`src/rtl/lru_chain_tracker.sv`:
```
module lru_chain_tracker #(
  parameter int WAYS = 4,
  localparam int IDX_W = (WAYS > 1) ? $clog2(WAYS) : 1
) (
  input  logic             clk,
  input  logic             rst_n,
  input  logic             touch_vld,
  input  logic [IDX_W-1:0] touch_way,
  output logic [IDX_W-1:0] mru_way,
  output logic [IDX_W-1:0] lru_way
);

  logic [IDX_W-1:0] nxt_q [WAYS];
  logic [IDX_W-1:0] prv_q [WAYS];
  logic [IDX_W-1:0] head_q, tail_q;
  logic             in_range, move, at_tail;
  logic [IDX_W-1:0] cur, pred, succ;

  generate
    if ((1 << IDX_W) == WAYS) begin : g_full
      assign in_range = 1'b1;
    end else begin : g_part
      assign in_range = touch_way < IDX_W'(WAYS);
    end
  endgenerate

  assign cur     = touch_way;
  assign pred    = prv_q[cur];
  assign succ    = nxt_q[cur];
  assign at_tail = (cur == tail_q);
  assign move    = touch_vld && in_range && (cur != head_q);

  always_ff @(posedge clk) begin
    if (!rst_n) begin
      for (int i = 0; i < WAYS; i++) begin
        nxt_q[i] <= IDX_W'((i + 1) % WAYS);
        prv_q[i] <= IDX_W'((i + WAYS - 1) % WAYS);
      end
      head_q <= '0;
      tail_q <= IDX_W'(WAYS - 1);
    end else if (move) begin
      if (at_tail) begin
        tail_q <= pred;
      end else begin
        nxt_q[pred] <= succ;
        prv_q[succ] <= pred;
      end
      nxt_q[cur]    <= head_q;
      prv_q[head_q] <= cur;
      head_q        <= cur;
    end
  end

  assign mru_way = head_q;
  assign lru_way = tail_q;

  p_new_head_r2: assert property (@(posedge clk) disable iff (!rst_n)
    (touch_vld && in_range) |=> (mru_way == $past(touch_way)));

  p_old_head_second_r3: assert property (@(posedge clk) disable iff (!rst_n)
    move |=> (nxt_q[mru_way] == $past(head_q)));

  p_splice_r4: assert property (@(posedge clk) disable iff (!rst_n)
    (move && !at_tail) |=> (nxt_q[$past(pred)] == $past(succ)));

  p_head_touch_hold_r5: assert property (@(posedge clk) disable iff (!rst_n)
    (touch_vld && in_range && cur == head_q) |=> ($stable(mru_way) && $stable(lru_way)));

  p_tail_to_pred_r6: assert property (@(posedge clk) disable iff (!rst_n)
    (move && at_tail) |=> (lru_way == $past(pred)));

  p_idle_hold_r7: assert property (@(posedge clk) disable iff (!rst_n)
    !touch_vld |=> ($stable(mru_way) && $stable(lru_way)));

  p_bad_index_r8: assert property (@(posedge clk) disable iff (!rst_n)
    (touch_vld && !in_range) |=> ($stable(mru_way) && $stable(lru_way)));

  p_ends_differ_r1: assert property (@(posedge clk) disable iff (!rst_n)
    (WAYS > 1) |-> (mru_way != lru_way));

endmodule

```
`config.mk`:
```
export PLATFORM = sky130hd
export DESIGN_NAME = lru_chain_tracker
export DESIGN_NICKNAME = d
export VERILOG_FILES = /design/src/rtl/lru_chain_tracker.sv
export SDC_FILE = /design/constraint.sdc
export NUM_CORES = 1
export LEC_CHECK = 0
export BUFFER_PORTS_ARGS = -buffer_cell sky130_fd_sc_hd__buf_2
export CAP_MARGIN = 20
export CELL_PAD_IN_SITES_DETAIL_PLACEMENT = 2
export CELL_PAD_IN_SITES_GLOBAL_PLACEMENT = 2
export CORE_ASPECT_RATIO = 2
export CORE_MARGIN = 1.5
export CORE_UTILIZATION = 28
export CTS_CLUSTER_DIAMETER = 40
export DETAILED_ROUTE_END_ITERATION = 10
export GPL_TIMING_DRIVEN = 0
export HOLD_SLACK_MARGIN = 0.06
export PLACE_DENSITY_LB_ADDON = 0.1
export SLEW_MARGIN = 20
export SYNTH_ARGS = -nofsm -noshare
export SYNTH_HDL_FRONTEND = slang
export SYNTH_SLANG_ARGS = --single-unit
```
`constraint.sdc`:
```
create_clock -name clk -period 3.4 [get_ports clk]
set_input_delay 0.51 -clock clk [delete_from_list [all_inputs] [get_ports clk]]
set_output_delay 0.51 -clock clk [all_outputs]
set_load 0.05 [all_outputs]
```
==> results of run 1 <==
-- worst max path at each step --
stage | slack, ns | from | to | cells past startpoint
finish | 1.09 | mru_way[1] | nxt_q[0][1] | 5
global route | 0.91 | mru_way[1] | nxt_q[0][0] | 5
floorplan | 1.22 | mru_way[1] | nxt_q[0][0] | 5
CTS | 1.04 | mru_way[1] | nxt_q[0][1] | 5
global placement | 0.97 | touch_way[1] | nxt_q[0][0] | 5
detailed placement | 0.84 | touch_way[1] | nxt_q[0][0] | 5
-- worst max-delay path, delay by kind of cell (launching register included) --
family	cells	cell delay (ns)
AOI/OAI and AO/OA	2	0.81
DFF	1	0.33
buffers and inverters	2	0.55
xor gates and xnor gates	1	0.26
-- power breakdown --
part | switching, W | internal (W) | total [W]
Combinational | 0.000106 | 0.0000465 | 0.000153
Clock | 0.0000852 | 0.0000806 | 0.000166
Sequential | 0.00000661 | 0.000281 | 0.000288
Total | 0.000198 | 0.000408 | 0.000606
-- cell type report --
class                           instances  area share (%)
Clock inverter                          1           0.263
Multi-Input combinational cell         89            45.1
Sequential cell                        20            39.3
Tap cell                               54            4.74
Inverter                                6            1.58
Buffer                                 12            4.04
Clock buffer                            3            2.89
Timing Repair Buffer                    6            2.11
-- logic make-up after synthesis --
family,count (synthesis)
muxes,6
and+or+nand+nor,39
DFF,20
buffers and inverters,18
AOI/OAI and AO/OA,40
xor gates and xnor gates,4
-- cell usage after synthesis, types with 2 or more instances --
| cell type | count |
|---|---|
| inv_1 | 3 |
| o21ai_1 | 6 |
| nor4_2 | 2 |
| xor2_1 | 2 |
| nor3_1 | 3 |
| nand4_1 | 3 |
| clkbuf_1 | 6 |
| o21ai_0 | 8 |
| o211ai_1 | 3 |
| o311ai_0 | 2 |
| mux2i_1 | 2 |
| mux4_2 | 4 |
| a21oi_1 | 5 |
| a21boi_1 | 2 |
| o22ai_1 | 2 |
| dfxtp_1 | 4 |
| o31a_1 | 3 |
| nor2_1 | 6 |
| xnor2_1 | 2 |
| nand3_1 | 8 |
| nand2_1 | 7 |
| nand3b_1 | 2 |
| a31oi_1 | 3 |
| buf_2 | 4 |
| inv_2 | 3 |
| and2_1 | 2 |
| edfxtp_1 | 16 |
| nor2b_1 | 2 |
-- registers in the layout (all words and copies together), names as in the netlist --
| signal | flops |
|---|---|
| nxt_q | 8 |
| mru_way | 2 |
| lru_way | 2 |
| prv_q | 8 |
-- metrics by stage --
| stage | util (%) | hold slack [ns] |
|---|---|---|
| after floorplan | - | 0.638 |
| after global placement | 31.5 | 0.542 |
| after detailed placement | 31.5 | 0.560 |
| after CTS | 32.6 | 0.506 |
| after global routing | 32.6 | 0.524 |
| final | 32.6 | 0.502 |
-- metal layers --
metal	track usage (%)	vias to the layer above	routed length, um
met1	21.4	547	1620
met3	1.82	6	122
met5	0	-	0
met2	33.7	18	2380
met4	4.99	0	60
li1	-	507	-
==> metrics.txt, run 1 <==
static leakage=around 0.46 nW; largest net degree at the start of global routing=12; # nets final=between 100 and 150; fraction of synthesis flops using an asynchronous set or reset pin=0%; Rel. slew slack=around three fifths; RSZ-0062 raised after global routing=no; number of setup violations in the final report=0; synthesis-to-finish area growth=11.1%; Setup crit start kind=flop; grt ovf=0; Num CTS Buffers=3; vias in the first global route=roughly 1,200; layout cell share with drive strength beyond 1=about a fifth; Synth area leaders=edfxtp_1 37%, mux4_2 7.0%, dfxtp_1 6.2%, nand3_1 3.1%, o21ai_0 3.1%; Crit path largest cell delay=around 0.55 ns; Main synth FF type=edfxtp_1; cts-stage hold buffer count=0; Arr. time, crit path=roughly 2.2 ns; CTS tree=done; Synth Area per Inst=a little over 10 um2; RR Startpoint=mru_way[1]; pwr dens=425 nW/um2; Power, Total=approximately 0.00061 W; drt drc=0; worst hold path stage count=2; Worst Hold Launch=rst_n; post-route minimum period=around 2.3 ns; dpl cells=approximately 190; clock sink count=20; setup_tns=0 ns; Fmax achieved=roughly 430 MHz; vias per cell=~5.6; DR iter-0 viols=15; run status=completed; floorplan row count=34; period utilization=68.0%; R2R Setup Slk=1.09 ns; Worst Path Required=about 3.3 ns; Cell Chain, Critical Path=buf_2 -> xor2_1 -> o21ai_0 -> clkbuf_1 -> o311ai_0; Synth area leader=edfxtp_1; Crit. End Element=flop; ANT nets after route=0; Skew-Pair Late Insertion Delay=approximately 0.26 ns; htree depth=1; Post-Synthesis Cells=between 100 and 150; Design Area, Final=~1400 um2; Synth Area in Adders=0%; post-placement cell area=1380 um2; final hold viol count=0; setup ws final=about 1.1 ns; die area=approximately 5000 um2; XOR/XNOR share of the synthesized area=~2.7%; 1st-pass router iterations=4; slowest CP cell=o311ai_0; area occupied by multi-input gates=between 600 and 700 um2; Final HPWL DP=3300 um; EDFF count, synth=16; Port Buffers=6; Max FO, Critical Path=10; fin cells=around 190; first-pass GRT wire length=between 6000 and 7000 um; Worst Tran Pin Value=around 0.57 ns; MaxCap Viol Count=0; sequential share of the synthesized area=between 40% and 50%; io pins=9; setup bufs post-CTS=0; Clock Tree Root=clkbuf_8; maximum clock path buffer count=2; Ant. Diodes=0; largest family of logic cells by synthesized area=compound AO/OA/AOI/OAI gates; worst hold endpoint=mru_way[0]; Place WS=0.836 ns; initial core utilization=around 29%; GRT Util Overall=approximately 18%; initial antenna violation count=0; yosys warns=0; critical path class=flop to flop; vias=about 1,100; DR WL/cell=~22 um; syn_nets=approximately 130; r2r endpoint=nxt_q[0][1]; number of fill cells=roughly 530; Worst Reg-to-Reg Cells=5; die height=between 90 and 100 um; Core Area=4380 um2; Die Span X=a little over 50 um; distinct cell type count after synthesis=40; PostCTS Resize Cnt=0; post-synth top area share=a little under two fifths; final WL=~4200 um; RD Place Congestion=around 0.76; worst clock skew=0.00424 ns; VDD IR max=between 0.2 and 0.25 mV; Post-Syn Area=around 1300 um2; commonest non-fill, non-tap cell in the layout=edfxtp_1; Seq cells post-synth=20; leading cell types in the layout, fill and taps excluded=16 x edfxtp_1, 10 x buf_2, 8 x nand3_1, 8 x o21ai_0, 7 x nand2_1; clock slew at reported path FFs=0.08 ns; post-synthesis mux area share=under 10%; worst hold-check path type=primary input to flop; total area of sequential cells=~560 um2; compound-cell area share of the yosys netlist=between 20 and 25%; Synth Area in Simple Gates=between 10% and 20%; Final Slew Violations=0
No activity file was read; power rests on OpenSTA's default activity.
==> run 2, diff against run 1 <==
clock period = 2 ns   (was 3.4 ns; I/O delays follow)
==> run 2 against run 1 <==
Compared with the run above:
- count of clock-buffer cells in the layout unchanged
- register-to-register slack lost 0.97 ns
- highest routed layer unchanged
- flip-flop and latch count did not move
- critical endpoint is now prv_q[0][1]
- routed wire length increased by 1.7%
- core utilization up 0.60 points
- critical path depth is 1 lower
- non-clock buffer count unchanged
- total power increased by 72%
- fmax up 23%
==> metrics.txt, run 2 (synthesized netlist as in run 1, its figures left out) <==
Worst Path Required=1.96 ns (-1.34 ns); drt drc=0 (unchanged); Ant. Diodes=0 (unchanged); period utilization=94.0% (+26 points); first-pass GRT wire length=6780 um (+2.7%); worst hold-check path type=primary input to flop; worst hold path stage count=2 (unchanged); layout cell share with drive strength beyond 1=24.1% (+4.4 points); DR WL/cell=22.2 um (+1.7%); RD Place Congestion=0.755 (-0.50%); final design utilization=33.2% (+0.60 points); run status=completed; floorplan row count=34 (unchanged); Core Area=4380 um2 (unchanged); grt ovf=0 (unchanged); ANT nets after route=0 (unchanged); leading cell types in the layout, fill and taps excluded=16 x edfxtp_1, 10 x buf_2, 8 x o21ai_1, 8 x nand3_1, 7 x nand2_1; clock sink count=20 (unchanged); Power, Total=0.00104 W (+72%); met2 WL=2480 um (+4.4%); commonest non-fill, non-tap cell in the layout=edfxtp_1; Min Hold Slack=0.288 ns (-0.213 ns); cts-stage hold buffer count=0 (unchanged); Final HPWL DP=3300 um (about the same); htree depth=1 (unchanged); vias per cell=5.78 (+2.4%); post-route minimum period=1.88 ns (-0.431 ns); M1 WL=1610 um (-0.19%); vias=1,104 (+2.4%); worst clock skew=0.00999 ns (+0.00575 ns); Worst Reg-to-Reg Cells=4 (-1); Clock Tree Root=clkbuf_8; 1st-pass router iterations=4 (unchanged); Port Buffers=6 (unchanged); MaxCap Viol Count=0 (unchanged); Worst Hold Launch=rst_n; Skew-Pair Late Insertion Delay=0.27 ns (about the same); CTS tree=done; number of fill cells=511 (-2.9%); Max FO, Critical Path=7 (-3); final hold viol count=0 (unchanged); DR iter-0 viols=16 (+1); # nets final=143 (unchanged); Crit. End Element=flop; Rel. slew slack=62.3% (+0.64 points); Num CTS Buffers=3 (unchanged); largest net degree at the start of global routing=12 (unchanged); WL met3=65 um (-47%); die area=5020 um2 (unchanged); Die Span X=50.9 um (unchanged); Setup crit start kind=flop; maximum clock path buffer count=2 (unchanged); pwr dens=717 nW/um2 (+69%); initial core utilization=29.3% (unchanged); vias in the first global route=1,189 (+2.8%); Largest regs=nxt_q (8), prv_q (8); Fmax achieved=532 MHz (+23%); RR Startpoint=nxt_q[2][0]; RSZ-0062 raised after global routing=no; synthesis-to-finish area growth=13.2%; clock slew at reported path FFs=0.09 ns (about the same); VDD IR max=0.281 mV (+21%); GRT Util Overall=18.7% (+0.53 points); initial antenna violation count=0 (unchanged); r2r endpoint=prv_q[0][1]; Final Slew Violations=0 (unchanged); Arr. time, crit path=1.84 ns (-0.37 ns); Worst Tran Pin Value=0.565 ns (-0.00239 ns); R2R Setup Slk=0.12 ns (-0.97 ns); critical path class=flop to flop; die height=98.8 um (unchanged); static leakage=0.462 nW (+1.3%); setup bufs post-CTS=0 (unchanged); final WL=4250 um (+1.7%); number of setup violations in the final report=0 (unchanged); io pins=9 (unchanged); worst hold endpoint=mru_way[0]; top layer used by detailed routing=met4
-- run 2: cell count changes in the layout (fill, tap and decap cells not counted), moves of 2 or more --
cell,delta
o21ai_1,+2
dfxtp_2,+2
dfxtp_1,-2
o21ai_0,-2
-- run 2: layer usage --
layer | vias up | global-route usage (%)
li1 | 506 | -
met1 | 572 | 20.8
met2 | 20 | 35.7
met3 | 6 | 1.36
met4 | 0 | 6.44
met5 | - | 0
-- run 2: what timing repair did --
item                       in CTS  in global routing
pin swaps                       0                  0
setup endpoints to repair      15                 17
resized for setup               2                  6
-- run 2: worst max-delay path by stage --
| stage | startpoint | to | slack [ns] | cells after the start |
|---|---|---|---|---|
| finish | nxt_q[2][0] | prv_q[0][1] | 0.12 | 4 |
| global route | lru_way[0] | prv_q[1][1] | 0.01 | 5 |
| CTS | mru_way[1] | prv_q[2][1] | 0.01 | 5 |
| detailed placement | mru_way[1] | nxt_q[0][0] | -0.14 | 5 |
| global placement | touch_way[1] | prv_q[1][0] | -0.13 | 5 |
| floorplan | mru_way[1] | nxt_q[0][0] | 0.11 | 5 |
-- run 2: worst max-delay path, cell delays in order, from the launching register on --
cell,delay (ns)
edfxtp_1,0.39
mux4_2,0.60
inv_1,0.17
a31oi_1,0.12
o21ai_0,0.29
-- run 2: metrics by stage --
step,instances,setup slack [ns],TNS (ns),instance area [um2]
after global routing,191,0.0111,0,1450
final,191,0.120,0,1450
after global placement,187,-0.134,-1.34,1380
after floorplan,127,0.108,0,1290
after CTS,191,0.0150,0,1440
after detailed placement,187,-0.137,-1.54,1380
-- run 2: final cells by class --
class                   count  area, um2  area share (%)
clock buffers               3       41.3            2.84
clock inverters             1       3.75           0.258
repair buffers              6       30.0            2.07
plain buffers              12       61.3            4.22
multi-input cells          89        663            45.7
well taps                  54       67.6            4.65
flip-flops and latches     20        563            38.8
inverters                   6       22.5            1.55
-- run 2: where the power goes --
group / leakage [nW] / internal, W / switching, W
Combinational: 0.260 / 0.0000821 / 0.000184
Clock: 0.0231 / 0.000137 / 0.000148
Sequential: 0.179 / 0.000478 / 0.0000110
Total: 0.462 / 0.000698 / 0.000343
